File: config.mk
export PLATFORM = sky130hd
export DESIGN_NAME = uart_frame_tx
export DESIGN_NICKNAME = d
export VERILOG_FILES = /design/src/rtl/uart_tx_pkg.sv /design/src/rtl/uart_tx_ticker.sv /design/src/rtl/uart_tx_parity.sv /design/src/rtl/uart_tx_fsm.sv /design/src/rtl/uart_frame_tx.sv
export SDC_FILE = /design/constraint.sdc
export NUM_CORES = 1
export LEC_CHECK = 0
export ABC_AREA = 1
export BUFFER_PORTS_ARGS = -buffer_cell sky130_fd_sc_hd__clkbuf_2
export CORE_MARGIN = 2
export CORE_UTILIZATION = 55
export CTS_BUF_LIST = sky130_fd_sc_hd__clkbuf_2
export CTS_CLUSTER_DIAMETER = 40
export DETAILED_ROUTE_END_ITERATION = 10
export MAX_ROUTING_LAYER = met4
export PLACE_DENSITY = 0.79
export REMOVE_ABC_BUFFERS = 1
export SYNTH_ARGS = -nofsm -noshare
export SYNTH_HDL_FRONTEND = slang
export SYNTH_HIERARCHICAL = 1
export SYNTH_SLANG_ARGS = --single-unit
File: constraint.sdc
create_clock -name clk -period 2.21 [get_ports clk]
set_input_delay 0.1105 -clock clk [delete_from_list [all_inputs] [get_ports clk]]
set_output_delay 0.1105 -clock clk [all_outputs]
set_load 0.005 [all_outputs]
File: src/rtl/uart_tx_pkg.sv
package uart_tx_pkg;

    typedef enum logic [2:0] {
        ST_IDLE   = 3'd0,
        ST_START  = 3'd1,
        ST_DATA   = 3'd2,
        ST_PARITY = 3'd3,
        ST_STOP   = 3'd4,
        ST_BREAK  = 3'd5
    } tx_state_e;

    localparam logic [2:0] PAR_NONE = 3'd0;
    localparam logic [2:0] PAR_ODD  = 3'd1;
    localparam logic [2:0] PAR_EVEN = 3'd2;
    localparam logic [2:0] PAR_ONE  = 3'd3;
    localparam logic [2:0] PAR_ZERO = 3'd4;

endpackage

File: src/rtl/uart_tx_ticker.sv
module uart_tx_ticker #(
    parameter int OSR = 16
) (
    input  logic clk,
    input  logic rst_n,
    input  logic tick,
    input  logic hold,
    output logic bit_end
);
    localparam int CW = (OSR > 1) ? $clog2(OSR) : 1;
    localparam logic [CW-1:0] LAST = CW'(OSR - 1);

    logic [CW-1:0] cnt_d, cnt_q;

    always_comb begin
        cnt_d = cnt_q;
        if (hold) begin
            cnt_d = '0;
        end else if (tick) begin
            cnt_d = (cnt_q == LAST) ? '0 : cnt_q + 1'b1;
        end
    end

    always_ff @(posedge clk or negedge rst_n) begin
        if (!rst_n) cnt_q <= '0;
        else        cnt_q <= cnt_d;
    end

    assign bit_end = tick && !hold && (cnt_q == LAST);

endmodule

File: src/rtl/uart_tx_parity.sv
module uart_tx_parity
    import uart_tx_pkg::*;
#(
    parameter int DW = 8,
    parameter int SW = 2
) (
    input  logic [DW-1:0] data,
    input  logic [SW-1:0] len_sel,
    input  logic [2:0]    mode,
    output logic          par_en,
    output logic          par_bit
);
    localparam int MINW = DW - (2 ** SW) + 1;

    logic [DW-1:0] mask;
    logic          red;

    always_comb begin
        for (int i = 0; i < DW; i++) begin
            mask[i] = (i < MINW + int'(len_sel));
        end
        red     = ^(data & mask);
        par_en  = 1'b1;
        par_bit = 1'b0;
        case (mode)
            PAR_ODD:  par_bit = ~red;
            PAR_EVEN: par_bit = red;
            PAR_ONE:  par_bit = 1'b1;
            PAR_ZERO: par_bit = 1'b0;
            default:  par_en  = 1'b0;
        endcase
    end

endmodule

File: src/rtl/uart_tx_fsm.sv
module uart_tx_fsm
    import uart_tx_pkg::*;
#(
    parameter int DW = 8,
    parameter int SW = 2
) (
    input  logic          clk,
    input  logic          rst_n,
    input  logic          tick,
    input  logic          bit_end,
    input  logic [SW-1:0] len_sel,
    input  logic          par_en_in,
    input  logic          par_bit_in,
    input  logic          two_stop,
    input  logic          afc_en,
    input  logic          cts_n,
    input  logic          brk_req,
    input  logic          q_valid,
    input  logic [DW-1:0] q_data,
    output logic          q_ready,
    output logic          txd,
    output logic          busy,
    output logic          cnt_hold
);
    localparam int MINW = DW - (2 ** SW) + 1;
    localparam int IW   = $clog2(DW + 5);

    typedef struct packed {
        tx_state_e     state;
        logic [DW-1:0] shift;
        logic [IW-1:0] idx;
        logic [IW-1:0] last;
        logic          par_en;
        logic          par_bit;
        logic          two_stop;
        logic          brk_pend;
    } fsm_t;

    fsm_t r_d, r_q;
    logic pend;
    logic relaunch;
    logic cts_ok;
    int   nbits;
    int   frame_bits;

    assign cts_ok = !afc_en || !cts_n;

    always_comb begin
        nbits      = MINW + int'(len_sel);
        frame_bits = 1 + nbits + (par_en_in ? 1 : 0) + (two_stop ? 2 : 1);
    end

    always_comb begin
        r_d          = r_q;
        q_ready      = 1'b0;
        relaunch     = 1'b0;
        pend         = r_q.brk_pend | brk_req;
        r_d.brk_pend = pend;

        case (r_q.state)
            ST_IDLE: relaunch = tick;
            ST_START: begin
                if (bit_end) begin
                    r_d.state = ST_DATA;
                    r_d.idx   = '0;
                end
            end
            ST_DATA: begin
                if (bit_end) begin
                    r_d.shift = r_q.shift >> 1;
                    if (r_q.idx == r_q.last) begin
                        r_d.state = r_q.par_en ? ST_PARITY : ST_STOP;
                        r_d.idx   = '0;
                    end else begin
                        r_d.idx = r_q.idx + 1'b1;
                    end
                end
            end
            ST_PARITY: begin
                if (bit_end) begin
                    r_d.state = ST_STOP;
                    r_d.idx   = '0;
                end
            end
            ST_STOP: begin
                if (bit_end) begin
                    if (r_q.two_stop && (r_q.idx == '0)) r_d.idx = r_q.idx + 1'b1;
                    else                                 relaunch = 1'b1;
                end
            end
            ST_BREAK: begin
                if (bit_end) begin
                    if (r_q.idx == r_q.last) relaunch = 1'b1;
                    else                     r_d.idx = r_q.idx + 1'b1;
                end
            end
            default: r_d.state = ST_IDLE;
        endcase

        if (relaunch) begin
            if (pend) begin
                r_d.state    = ST_BREAK;
                r_d.idx      = '0;
                r_d.last     = IW'(frame_bits - 1);
                r_d.brk_pend = 1'b0;
            end else if (q_valid && cts_ok) begin
                q_ready      = 1'b1;
                r_d.state    = ST_START;
                r_d.shift    = q_data;
                r_d.idx      = '0;
                r_d.last     = IW'(nbits - 1);
                r_d.par_en   = par_en_in;
                r_d.par_bit  = par_bit_in;
                r_d.two_stop = two_stop;
            end else begin
                r_d.state = ST_IDLE;
            end
        end
    end

    always_ff @(posedge clk or negedge rst_n) begin
        if (!rst_n) r_q <= '0;
        else        r_q <= r_d;
    end

    always_comb begin
        case (r_q.state)
            ST_START:  txd = 1'b0;
            ST_DATA:   txd = r_q.shift[0];
            ST_PARITY: txd = r_q.par_bit;
            ST_BREAK:  txd = 1'b0;
            default:   txd = 1'b1;
        endcase
    end

    assign busy     = (r_q.state != ST_IDLE);
    assign cnt_hold = (r_q.state == ST_IDLE);

    AST_TXD_ON_TICK: assert property (@(posedge clk) disable iff (!rst_n)
        !$stable(txd) |-> $past(tick))
        else $error("txd moved without a tick");
    AST_POP_STARTS_FRAME: assert property (@(posedge clk) disable iff (!rst_n)
        q_ready |=> (busy && !txd))
        else $error("pop not followed by start bit");
    AST_BREAK_BEFORE_POP: assert property (@(posedge clk) disable iff (!rst_n)
        q_ready |-> !(r_q.brk_pend || brk_req))
        else $error("word popped while break pending");
    AST_CTS_GATE: assert property (@(posedge clk) disable iff (!rst_n)
        q_ready |-> (!afc_en || !cts_n))
        else $error("word popped without clear-to-send");
    AST_POP_VALID: assert property (@(posedge clk) disable iff (!rst_n)
        q_ready |-> q_valid)
        else $error("pop with empty queue");
    AST_IDLE_HIGH: assert property (@(posedge clk) disable iff (!rst_n)
        $fell(busy) |-> txd)
        else $error("line not high when idle");

endmodule

File: src/rtl/uart_frame_tx.sv
module uart_frame_tx #(
    parameter int DATA_W    = 8,
    parameter int LEN_SEL_W = 2,
    parameter int OSR       = 16
) (
    input  logic                 clk,
    input  logic                 rst_n,
    input  logic                 baud_tick,
    input  logic [LEN_SEL_W-1:0] len_sel,
    input  logic [2:0]           parity_mode,
    input  logic                 two_stop,
    input  logic                 afc_en,
    input  logic                 cts_n,
    input  logic                 break_req,
    input  logic                 q_valid,
    input  logic [DATA_W-1:0]    q_data,
    output logic                 q_ready,
    output logic                 txd,
    output logic                 busy
);
    logic bit_end;
    logic cnt_hold;
    logic par_en;
    logic par_bit;

    uart_tx_ticker #(.OSR(OSR)) u_ticker (
        .clk     (clk),
        .rst_n   (rst_n),
        .tick    (baud_tick),
        .hold    (cnt_hold),
        .bit_end (bit_end)
    );

    uart_tx_parity #(.DW(DATA_W), .SW(LEN_SEL_W)) u_parity (
        .data    (q_data),
        .len_sel (len_sel),
        .mode    (parity_mode),
        .par_en  (par_en),
        .par_bit (par_bit)
    );

    uart_tx_fsm #(.DW(DATA_W), .SW(LEN_SEL_W)) u_fsm (
        .clk        (clk),
        .rst_n      (rst_n),
        .tick       (baud_tick),
        .bit_end    (bit_end),
        .len_sel    (len_sel),
        .par_en_in  (par_en),
        .par_bit_in (par_bit),
        .two_stop   (two_stop),
        .afc_en     (afc_en),
        .cts_n      (cts_n),
        .brk_req    (break_req),
        .q_valid    (q_valid),
        .q_data     (q_data),
        .q_ready    (q_ready),
        .txd        (txd),
        .busy       (busy),
        .cnt_hold   (cnt_hold)
    );

endmodule

==> run summary, run 1 <==
SYNTH
-------------------------------------------------------------------------------------
Cell with the most instances after synthesis                                  nand2_1
Cell type contributing the most total cell area after synthesis               dfrtp_1
Yosys cell types                                                                   33
Flip-flop and latch count after synthesis                                          27
Post-synth EDFFs                                                                    0
Mean instance size in the synthesized netlist                               6.85 um^2
Top post-synthesis cells by count                                        nand2_1 (123), inv_1 (35), dfrtp_1 (27)
Post-Synthesis Cells                                                              303
Main area contributors after synthesis                                   dfrtp_1 (33%), nand2_1 (22%), inv_1 (6.3%)
Top cell type's share of synthesized area                                       32.5%
Register area share after synthesis                                             32.5%
Async set-reset flop share out of synthesis                                      100%
Synth Warn #                                                                        6
Mapped Area                                                              0.00208 mm^2
Most used DFF post-synth                                                      dfrtp_1

FLOORPLANNING
-------------------------------------------------------------------------------------
Total die area                                                           0.00428 mm^2
Core Area                                                                0.00363 mm^2
Die boundary height                                                           65.4 um
I/O pin count                                                                      24
Effective utilization at floorplan                                              57.1%
Row count                                                                          22
Width of the chip                                                             65.4 um

TIMING
-------------------------------------------------------------------------------------
Remaining max-slew budget at the tightest pin                                   54.4%
Setup repair after global routing missed its margin                             false
Setup total negative slack                                                       0 ns
Clock period minus final worst setup slack                                    2.06 ns
Number of failing setup endpoints in the final timing report                        0
Largest clock skew in the final design                                      0.0321 ns
Peak Freq                                                                     485 MHz
Final clock period utilization by the worst path                                93.3%
Pins over their slew limit                                                          0
Final worst slack                                                            0.149 ns
Worst-margin pin slew                                                        0.684 ns
Endpoints failing hold                                                              0

GLOBAL ROUTE
-------------------------------------------------------------------------------------
Total Routing Usage GR                                                          21.8%
Initial antenna violation count                                                     0
Via count of the first global-routing pass                                      1,734
First-pass GRT wire length                                                    7250 um
Leftover overflow at the end of global routing                                      0
Pin count of the biggest net entering global routing                               28

POWER AND IR DROP
-------------------------------------------------------------------------------------
Proportion of power drawn by flip-flops and latches                             38.2%
Leak pwr                                                                      1.36 nW
Clock power share                                                               10.3%
Total chip power                                                              2.08 mW
Switching Fraction                                                              44.4%
Internal                                                                      1.16 mW
Switching power summed over all nets                                           924 uW
Power per cell area                                                       844 mW/mm^2
IR Drop Worst-Case VDD                                                       0.409 mV
Share of power burned in combinational logic                                    51.5%

RUN STATUS
-------------------------------------------------------------------------------------
Result of the run                                                        complete, no violations

CLOCK TREE
-------------------------------------------------------------------------------------
Clock-pin slew of the registers on the worst-case setup and hold paths        0.31 ns
CTS tree                                                                        built
Clock buffer depth                                                                  2
Clock root buffer                                                            clkbuf_2
CTS sink count                                                                     27
H-tree depth                                                                        1
Num CTS Buffers                                                                     3
Clk Latency, worst-skew pair                                                  0.39 ns

WORST SETUP PATH
-------------------------------------------------------------------------------------
Maximum net fanout on the critical path                                             6
Setup Crit Path Kind                                                     register to output pin
Arrival time worst endpoint                                                   1.95 ns
Worst Reg-to-Reg Cells                                                             11
Crit path required time                                                       2.10 ns
Type of origin of the critical path                                          register
Critical Path End Type                                                     output pin

PLACEMENT
-------------------------------------------------------------------------------------
Instance area after placement                                            0.00227 mm^2
Placer Congestion                                                               0.860
Pre-CTS setup slack                                                          0.240 ns
Placed Cells incl. Taps                                                           377
Port Buffers                                                                       23
DP HPWL                                                                       3170 um

ROUTING
-------------------------------------------------------------------------------------
Overall routed net length                                                     4330 um
Detail-routed net length per standard cell                                    10.9 um
Remaining routing DRC violations                                                    0
Per-cell via count in the routed design                                          4.91
Total via count after detailed routing                                          1,943
Number of iterations in the first detailed-routing pass                             4
Number of nets with antenna violations after detailed routing                       0
Count of routing violations after the opening detailed-route iteration             83

FINAL LAYOUT
-------------------------------------------------------------------------------------
Final Instance Count excl. Fillers                                                396
Area added between synthesis and finish                                         18.8%
Fraction of final layout cells sized beyond drive strength 1                    22.4%
Area of all placed cells without fillers                                 0.00247 mm^2
Final Net Count                                                                   379
Number of filler instances in the final layout                                    316
Antenna diodes                                                                      0

JOB
-------------------------------------------------------------------------------------
Number of max-capacitance violations reported                                       0

HOLD PATH
-------------------------------------------------------------------------------------
Hold Path Class                                                          input pin to register
Hold Path Cell Cnt                                                                  3

==> timing repair <==
item,4_1_cts,5_1_grt
endpoints found under the setup margin,1,1
setup buffers,2,3
resized for setup,4,6
hold buffers,10,0
hold endpoints to repair,38,0
pin swaps,0,2
==> power groups by stage <==
stage          clock network (mW)  registers [mW]  logic [mW]
6_report                    0.213           0.795        1.07
5_1_grt                     0.235           0.818        1.23
4_1_cts                     0.224           0.784        1.02
3_5_place_dp                    0           0.804       0.971
3_3_place_gp                    0           0.796       0.942
2_1_floorplan                   0           0.783       0.729
==> per-layer routing <==
metal	up-vias	GRT usage (%)	share of wire, %	wire, um
li1	1035	-	-	-
met1	868	26.0	47	2030
met2	36	39.8	50	2150
met3	4	1.20	2.6	112
met4	0	6.25	0.81	35
met5	-	-	0	0
==> kinds of logic after synthesis <==
| logic type | synth area share (%) |
|---|---|
| AO/OA/AOI/OAI | 9.83 |
| XOR/XNOR | 3.38 |
| adder cells (fa/ha/maj) | 6.15 |
| buffers and inverters | 9.40 |
| flip-flops | 32.5 |
| AND/OR/NAND/NOR | 38.7 |
==> sequential cells by signal (all words and copies together), names as in the netlist <==
signal and flops:
u_ticker/cnt_q 4, u_fsm/r_q 23
==> placed cells by master, fill, tap and decap left out, types with 5 or more instances in the layout <==
master / count
clkbuf_2: 26
inv_2: 9
inv_1: 34
a21oi_1: 5
nand2_2: 5
dfrtp_1: 26
xor2_1: 6
ha_1: 6
nand3_1: 18
nand2_1: 123
nor2_1: 15
dlygate4sd3_1: 10
nor2_2: 5
buf_4: 10
o21ai_0: 11
==> area by class of cell <==
cell class	count	area (um^2)	area share (%)
clock buffers	3	15.0	0.609
clock inverters	1	8.76	0.355
inverters	45	176	7.15
multi-input cells	229	1240	50.2
flip-flops and latches	27	677	27.4
well taps	48	60.1	2.44
repair buffers	43	290	11.8
==> worst paths after layout <==
check                                                 to                           from  slack (ns)
hold / removal                  u_fsm/r_q[1]$_DFFE_PN0P_                       two_stop        0.09
min in group asynchronous  u_ticker/cnt_q[0]$_DFFE_PN0P_                          rst_n        0.22
setup / recovery                                 q_ready  u_ticker/cnt_q[1]$_DFFE_PN0P_        0.15
setup reg to reg                u_fsm/r_q[5]$_DFFE_PN0P_  u_ticker/cnt_q[1]$_DFFE_PN0P_        0.33
max in group asynchronous       u_fsm/r_q[3]$_DFFE_PN0P_                          rst_n        1.52
hold reg to reg                 u_fsm/r_q[2]$_DFFE_PN0P_       u_fsm/r_q[2]$_DFFE_PN0P_        0.53
==> critical path, stage by stage, from the launching register on <==
cell and delay, ns:
dfrtp_1 0.48, ha_4 0.18, nand3_4 0.08, nor3_4 0.20
inv_2 0.09, nor2_2 0.12, nand2_2 0.07, nand2_4 0.08
nand2_4 0.08, inv_6 0.07, clkbuf_2 0.10
==> per-stage QoR <==
step	hold WS (ns)	util, %
global placement	0.175	62.4
global route	0.0896	67.9
detailed placement	0.183	62.4
floorplan	-0.185	-
CTS	0.0729	66.4
finish	0.0895	67.9
Power figures use the tool's default switching activity.
==> run 2: changes to the inputs <==
--- a/config.mk
+++ b/config.mk
@@ -12,6 +12,7 @@
 export CTS_BUF_LIST = sky130_fd_sc_hd__clkbuf_2
 export CTS_CLUSTER_DIAMETER = 40
 export DETAILED_ROUTE_END_ITERATION = 10
+export GPL_TIMING_DRIVEN = 0
 export MAX_ROUTING_LAYER = met4
 export PLACE_DENSITY = 0.79
 export REMOVE_ABC_BUFFERS = 1
==> run 2 against run 1 <==
  * Non-clock buffer count unchanged
  * Routed wire length up 1.1%
  * Sequential cell count unchanged
  * Sequential share of layout area up 0.065 points
  * Fmax down 0.65%
  * Core utilization about the same
  * Global-route usage up 1.8 points
  * Register-to-register slack about the same
  * Clock power down 4%
  * Critical endpoint unchanged
  * Clock skew down 0.025 ns
  * Sequential power down 0.5%
==> run summary, run 2 (synthesis gave the netlist of run 1 again) <==
RUN STATUS
-------------------------------------------------------------------------------------
Result of the run                                                        complete, no violations

PLACEMENT
-------------------------------------------------------------------------------------
Placed Cells incl. Taps                                                           372
Pre-CTS setup slack                                                         -0.185 ns
Placer Congestion                                                               0.887
DP HPWL                                                                       3110 um
Port Buffers                                                                       23

FINAL LAYOUT
-------------------------------------------------------------------------------------
Area added between synthesis and finish                                         18.7%
Final Instance Count excl. Fillers                                                396
Register with the most flip-flops                                           u_fsm/r_q
Highest-count cells in the layout ignoring fill and taps                 nand2_1 (123), inv_1 (33), clkbuf_2 (27), dfrtp_1 (25), nand3_1 (18)
Final Net Count                                                                   379
Antenna diodes                                                                      0
Fraction of final layout cells sized beyond drive strength 1                    23.3%
Flip-flop count of the largest register after layout                               23
Registers with the highest flip-flop counts                              u_fsm/r_q: 23 flops, u_ticker/cnt_q: 4 flops
Commonest non-fill, non-tap cell in the layout                                nand2_1

WORST SETUP PATH
-------------------------------------------------------------------------------------
Arrival time worst endpoint                                                   1.96 ns
Slowest cell on crit path                                                     dfrtp_1
Cell-by-cell listing of the critical path                                ha_2 > nand3_2 > nor3_4 > inv_2 > nor2_2 > nand2_2 > nand2_4 > nand2_8 > inv_8 > clkbuf_2
Critical Path End Type                                                     output pin
Maximum net fanout on the critical path                                            10
Setup Crit Path Kind                                                     register to output pin
Crit path required time                                                       2.10 ns
Stage delay of the slowest cell on the critical path                          0.43 ns
Type of origin of the critical path                                          register
Worst Reg-to-Reg Cells                                                             13

GLOBAL ROUTE
-------------------------------------------------------------------------------------
Met3 usage in global routing                                                    1.54%
Leftover overflow at the end of global routing                                      0
Total Routing Usage GR                                                          23.5%
Initial antenna violation count                                                     0
Global routing's busiest layer                                                   met2
Pin count of the biggest net entering global routing                               28
Met2 demand-to-capacity share in global routing                                 43.2%
First-pass GRT wire length                                                    7720 um
Met1 Track Usage GR                                                             27.5%
Via count of the first global-routing pass                                      1,881

FLOORPLANNING
-------------------------------------------------------------------------------------
Row count                                                                          22
Total die area                                                           0.00428 mm^2
I/O pin count                                                                      24
Core Area                                                                0.00363 mm^2
Die boundary height                                                           65.4 um
Effective utilization at floorplan                                              57.1%
Width of the chip                                                             65.4 um

POWER AND IR DROP
-------------------------------------------------------------------------------------
IR Drop Worst-Case VDD                                                       0.429 mV
Leak pwr                                                                      1.34 nW
Power per cell area                                                       827 mW/mm^2

CLOCK TREE
-------------------------------------------------------------------------------------
CTS tree                                                                        built
Clock-pin slew of the registers on the worst-case setup and hold paths        0.26 ns
Clock root buffer                                                            clkbuf_2
Clock buffer depth                                                                  2
Clk Latency, worst-skew pair                                                  0.38 ns
H-tree depth                                                                        1
Num CTS Buffers                                                                     3
CTS sink count                                                                     27

TIMING
-------------------------------------------------------------------------------------
Pins over their slew limit                                                          0
Largest clock skew in the final design                                     0.00720 ns
Clock period minus final worst setup slack                                    2.07 ns
Peak Freq                                                                     482 MHz
Number of failing setup endpoints in the final timing report                        0
Final clock period utilization by the worst path                                93.9%
Final worst slack                                                            0.135 ns
Worst-margin pin slew                                                        0.674 ns
Endpoints failing hold                                                              0
Remaining max-slew budget at the tightest pin                                   55.0%

HOLD PATH
-------------------------------------------------------------------------------------
Hold Path Cell Cnt                                                                  3
Hold Path Class                                                          input pin to register

JOB
-------------------------------------------------------------------------------------
Number of max-capacitance violations reported                                       0

ROUTING
-------------------------------------------------------------------------------------
Overall routed net length                                                     4370 um
Number of nets with antenna violations after detailed routing                       0
Count of routing violations after the opening detailed-route iteration            104
Remaining routing DRC violations                                                    0
Number of iterations in the first detailed-routing pass                             4
Per-cell via count in the routed design                                          4.98
Total via count after detailed routing                                          1,973
Detail-routed net length per standard cell                                    11.0 um

-- run 2: cell count changes in the layout (fill, tap and decap cells not counted), sizes merged --
cell | previous run | this run
clkbuf | 26 | 27
inv | 46 | 45
-- run 2: path summary, 6_finish.rpt --
kind / end / startpoint / slack [ns]
worst min register to register: u_fsm/r_q[2]$_DFFE_PN0P_ / u_fsm/r_q[2]$_DFFE_PN0P_ / 0.54
worst max-delay path: q_ready / u_ticker/cnt_q[1]$_DFFE_PN0P_ / 0.14
worst max register to register: u_fsm/r_q[20]$_DFFE_PN0P_ / u_fsm/r_q[20]$_DFFE_PN0P_ / 0.32
min in group asynchronous: u_fsm/r_q[8]$_DFF_PN0_ / rst_n / 0.24
max in group asynchronous: u_fsm/r_q[20]$_DFFE_PN0P_ / rst_n / 1.50
worst min-delay path: u_fsm/r_q[0]$_DFF_PN0_ / break_req / 0.02
-- run 2: critical path, delay by kind of cell (launching register included) --
kind / cells / cell delay [ns]
fa+ha+maj: 1 / 0.21
simple gates: 6 / 0.65
buf+inv: 3 / 0.29
flops: 1 / 0.43
-- run 2: stage by stage --
step	power, mW	hold WS [ns]	util [%]	area [um^2]	setup TNS [ns]
final	2.04	0.0229	67.8	2460	0
after global routing	2.25	0.0366	67.8	2460	-0.000116
after CTS	2.01	0.0316	66.5	2410	0
after detailed placement	1.73	0.178	61.3	2230	-2.75
after global placement	1.69	0.174	61.3	2230	-2.90
after floorplan	1.51	-0.185	-	2050	0
-- run 2: layout make-up --
| cell class | count | area [um^2] |
|---|---|---|
| Timing Repair Buffer | 43 | 290 |
| Inverter | 45 | 179 |
| Clock buffer | 4 | 20.0 |
| Fill cell | 353 | 1170 |
| Tap cell | 48 | 60.1 |
| Sequential cell | 27 | 678 |
| Multi-Input combinational cell | 229 | 1240 |
-- run 2: timing repair --
| action | in CTS | in global routing |
|---|---|---|
| hold buffers | 10 | 0 |
| setup buffers | 4 | 6 |
| endpoints found under the setup margin | 22 | 1 |
| hold endpoints to repair | 37 | 0 |
| pin swaps | 1 | 2 |
| resized for setup | 11 | 2 |
-- run 2: power by group --
part / leakage [nW] / switching [mW] / total, mW / internal (mW)
Clock: 0.0166 / 0.156 / 0.204 / 0.0477
Sequential: 0.344 / 0.122 / 0.791 / 0.669
Combinational: 0.984 / 0.629 / 1.04 / 0.414
Total: 1.34 / 0.907 / 2.04 / 1.13
-- run 2: layer usage --
layer	routed length (um)	vias to the layer above
met5	0	-
met3	141	5
met1	1900	896
met2	2260	35
li1	-	1037
met4	68	0
==> run 3: changes to the inputs <==
--- a/config.mk
+++ b/config.mk
@@ -7,14 +7,16 @@
 export LEC_CHECK = 0
 export ABC_AREA = 1
 export BUFFER_PORTS_ARGS = -buffer_cell sky130_fd_sc_hd__clkbuf_2
+export CELL_PAD_IN_SITES_DETAIL_PLACEMENT = 1
+export CELL_PAD_IN_SITES_GLOBAL_PLACEMENT = 2
 export CORE_MARGIN = 2
-export CORE_UTILIZATION = 55
+export CORE_UTILIZATION = 30
 export CTS_BUF_LIST = sky130_fd_sc_hd__clkbuf_2
 export CTS_CLUSTER_DIAMETER = 40
 export DETAILED_ROUTE_END_ITERATION = 10
 export GPL_TIMING_DRIVEN = 0
 export MAX_ROUTING_LAYER = met4
-export PLACE_DENSITY = 0.79
+export PLACE_DENSITY_LB_ADDON = 0.1
 export REMOVE_ABC_BUFFERS = 1
 export SYNTH_ARGS = -nofsm -noshare
 export SYNTH_HDL_FRONTEND = slang
==> run 3 against run 2 <==
  * Non-clock buffer count increased by 3
  * Clock skew is 0.0057 ns lower
  * Largest power group unchanged
  * Hold slack better by 0.022 ns
==> run summary, run 3 (synthesis gave the netlist of run 1 again) <==
TIMING
-------------------------------------------------------------------------------------
Clock period minus final worst setup slack                                    1.99 ns
Setup repair after global routing missed its margin                             false
Final clock period utilization by the worst path                                90.1%
Remaining max-slew budget at the tightest pin                                   51.9%
Worst-margin pin slew                                                        0.722 ns
Setup total negative slack                                                       0 ns
Final hold slack                                                            0.0444 ns
Endpoints failing hold                                                              0
Peak Freq                                                                     502 MHz
Largest clock skew in the final design                                     0.00151 ns
Pins over their slew limit                                                          0
Number of failing setup endpoints in the final timing report                        0

WORST SETUP PATH
-------------------------------------------------------------------------------------
Critical Path End Type                                                     output pin
Type of origin of the critical path                                          register
Maximum net fanout on the critical path                                            10
Crit path required time                                                       2.10 ns
Setup Crit Path Kind                                                     register to output pin
Arrival time worst endpoint                                                   1.88 ns

GLOBAL ROUTE
-------------------------------------------------------------------------------------
Total Routing Usage GR                                                          15.1%
Pin count of the biggest net entering global routing                               28
Leftover overflow at the end of global routing                                      0
Initial antenna violation count                                                     0
First-pass GRT wire length                                                    8940 um
Via count of the first global-routing pass                                      1,941

ROUTING
-------------------------------------------------------------------------------------
Remaining routing DRC violations                                                    0
Count of routing violations after the opening detailed-route iteration             42
Overall routed net length                                                     5120 um
Detail-routed net length per standard cell                                    11.9 um
Total via count after detailed routing                                          1,957
Number of iterations in the first detailed-routing pass                             4
Number of nets with antenna violations after detailed routing                       0
Per-cell via count in the routed design                                          4.54

CLOCK TREE
-------------------------------------------------------------------------------------
Clock-pin slew of the registers on the worst-case setup and hold paths        0.27 ns
Clk Latency, worst-skew pair                                                  0.36 ns
CTS sink count                                                                     27
CTS tree                                                                        built
Clock root buffer                                                            clkbuf_2
H-tree depth                                                                        1
Num CTS Buffers                                                                     3
Clock buffer depth                                                                  2

FLOORPLANNING
-------------------------------------------------------------------------------------
Die boundary height                                                           87.2 um
Row count                                                                          30
I/O pin count                                                                      24
Total die area                                                           0.00760 mm^2
Core Area                                                                0.00676 mm^2
Effective utilization at floorplan                                              30.7%
Width of the chip                                                             87.2 um

POWER AND IR DROP
-------------------------------------------------------------------------------------
Share of power burned in combinational logic                                    52.2%
Internal                                                                      1.16 mW
Total chip power                                                              2.08 mW
Clock power share                                                                9.7%
Switching Fraction                                                              44.4%
IR Drop Worst-Case VDD                                                       0.219 mV
Power per cell area                                                       822 mW/mm^2
Proportion of power drawn by flip-flops and latches                             38.1%
Switching power summed over all nets                                           925 uW
Leak pwr                                                                      1.36 nW

JOB
-------------------------------------------------------------------------------------
Number of max-capacitance violations reported                                       0

FINAL LAYOUT
-------------------------------------------------------------------------------------
Area added between synthesis and finish                                         22.0%
Commonest non-fill, non-tap cell in the layout                                nand2_1
Number of filler instances in the final layout                                    884
Final Instance Count excl. Fillers                                                431
Register Area                                                                678 um^2
Flip-flop count of the largest register after layout                               23
Register with the most flip-flops                                           u_fsm/r_q
Final Net Count                                                                   382
Highest-count cells in the layout ignoring fill and taps                 nand2_1 (123), inv_1 (33), clkbuf_2 (27), dfrtp_1 (25), nand3_1 (18)
Registers with the highest flip-flop counts                              u_fsm/r_q: 23 flops, u_ticker/cnt_q: 4 flops
Area of the multi-input gates                                            0.00124 mm^2
Area of all placed cells without fillers                                 0.00253 mm^2
Antenna diodes                                                                      0
Fraction of final layout cells sized beyond drive strength 1                    23.9%

PLACEMENT
-------------------------------------------------------------------------------------
Port Buffers                                                                       23
Placer Congestion                                                               0.735
DP HPWL                                                                       3840 um
Instance area after placement                                            0.00227 mm^2
Placed Cells incl. Taps                                                           404

RUN STATUS
-------------------------------------------------------------------------------------
Result of the run                                                        complete, no violations

HOLD PATH
-------------------------------------------------------------------------------------
Hold Path Class                                                          input pin to register

## run 3: changes by cell type in the layout (fill, tap and decap cells not counted)
cell      before  now
clkinv_8       0    1
inv_8          1    0
buf_4         10   13
## run 3: per-stage QoR
step	worst slack, ns	util [%]
after floorplan	0.154	-
after global placement	-0.419	33.6
after detailed placement	-0.346	33.6
after CTS	0.00181	36.6
after global routing	0.0217	37.5
final	0.218	37.5
## run 3: worst paths after layout
| check | from | depth (start not counted) | slack [ns] | endpoint |
|---|---|---|---|---|
| max | u_fsm/r_q[8]$_DFF_PN0_ | 10 | 0.22 | q_ready |
| max reg2reg | u_fsm/r_q[8]$_DFF_PN0_ | 12 | 0.31 | u_fsm/r_q[20]$_DFFE_PN0P_ |
| min reg2reg | u_fsm/r_q[2]$_DFFE_PN0P_ | 2 | 0.52 | u_fsm/r_q[2]$_DFFE_PN0P_ |
| min in group asynchronous | rst_n | 2 | 0.28 | u_ticker/cnt_q[3]$_DFFE_PN0P_ |
| min | break_req | 3 | 0.04 | u_fsm/r_q[0]$_DFF_PN0_ |
| max in group asynchronous | rst_n | 2 | 1.44 | u_fsm/r_q[22]$_DFFE_PN0P_ |
## run 3: final cells by class
type | instances | area share (%)
clock buffers | 4 | 0.791
inverters | 45 | 7.26
multi-input cells | 229 | 48.9
flip-flops and latches | 27 | 26.8
well taps | 80 | 3.95
repair buffers | 46 | 12.4
## run 3: power by group through the flow
| stage | Clock [mW] | Sequential, mW | Combinational (mW) |
|---|---|---|---|
| after floorplan | 0 | 0.783 | 0.729 |
| after global placement | 0 | 0.813 | 0.935 |
| after detailed placement | 0 | 0.818 | 0.947 |
| after CTS | 0.223 | 0.795 | 1.06 |
| after global routing | 0.238 | 0.819 | 1.25 |
| final | 0.202 | 0.793 | 1.09 |
## run 3: timing repair
| action | CTS | global route |
|---|---|---|
| pin swaps | 2 | 2 |
| hold buffers | 10 | 0 |
| hold endpoints to repair | 38 | 0 |
| setup endpoints to repair | 24 | 1 |
| setup buffers | 5 | 8 |
| gates resized for setup | 13 | 0 |
## run 3: layer usage
metal,vias up,part of all wire (%),track usage [%]
met5,-,0,-
met4,0,0.55,3.78
met3,2,1.7,1.71
met2,18,49,25.5
met1,898,49,19.3
li1,1039,-,-
## run 3: worst max-delay path: stages, from the launching register on
cell	delay, ns
dfrtp_1	0.51
inv_2	0.10
ha_1	0.15
nand4_1	0.16
nand2_1	0.11
nand2_2	0.06
nand2_2	0.07
nand2_4	0.08
nand2_8	0.10
clkinv_8	0.07
clkbuf_2	0.11
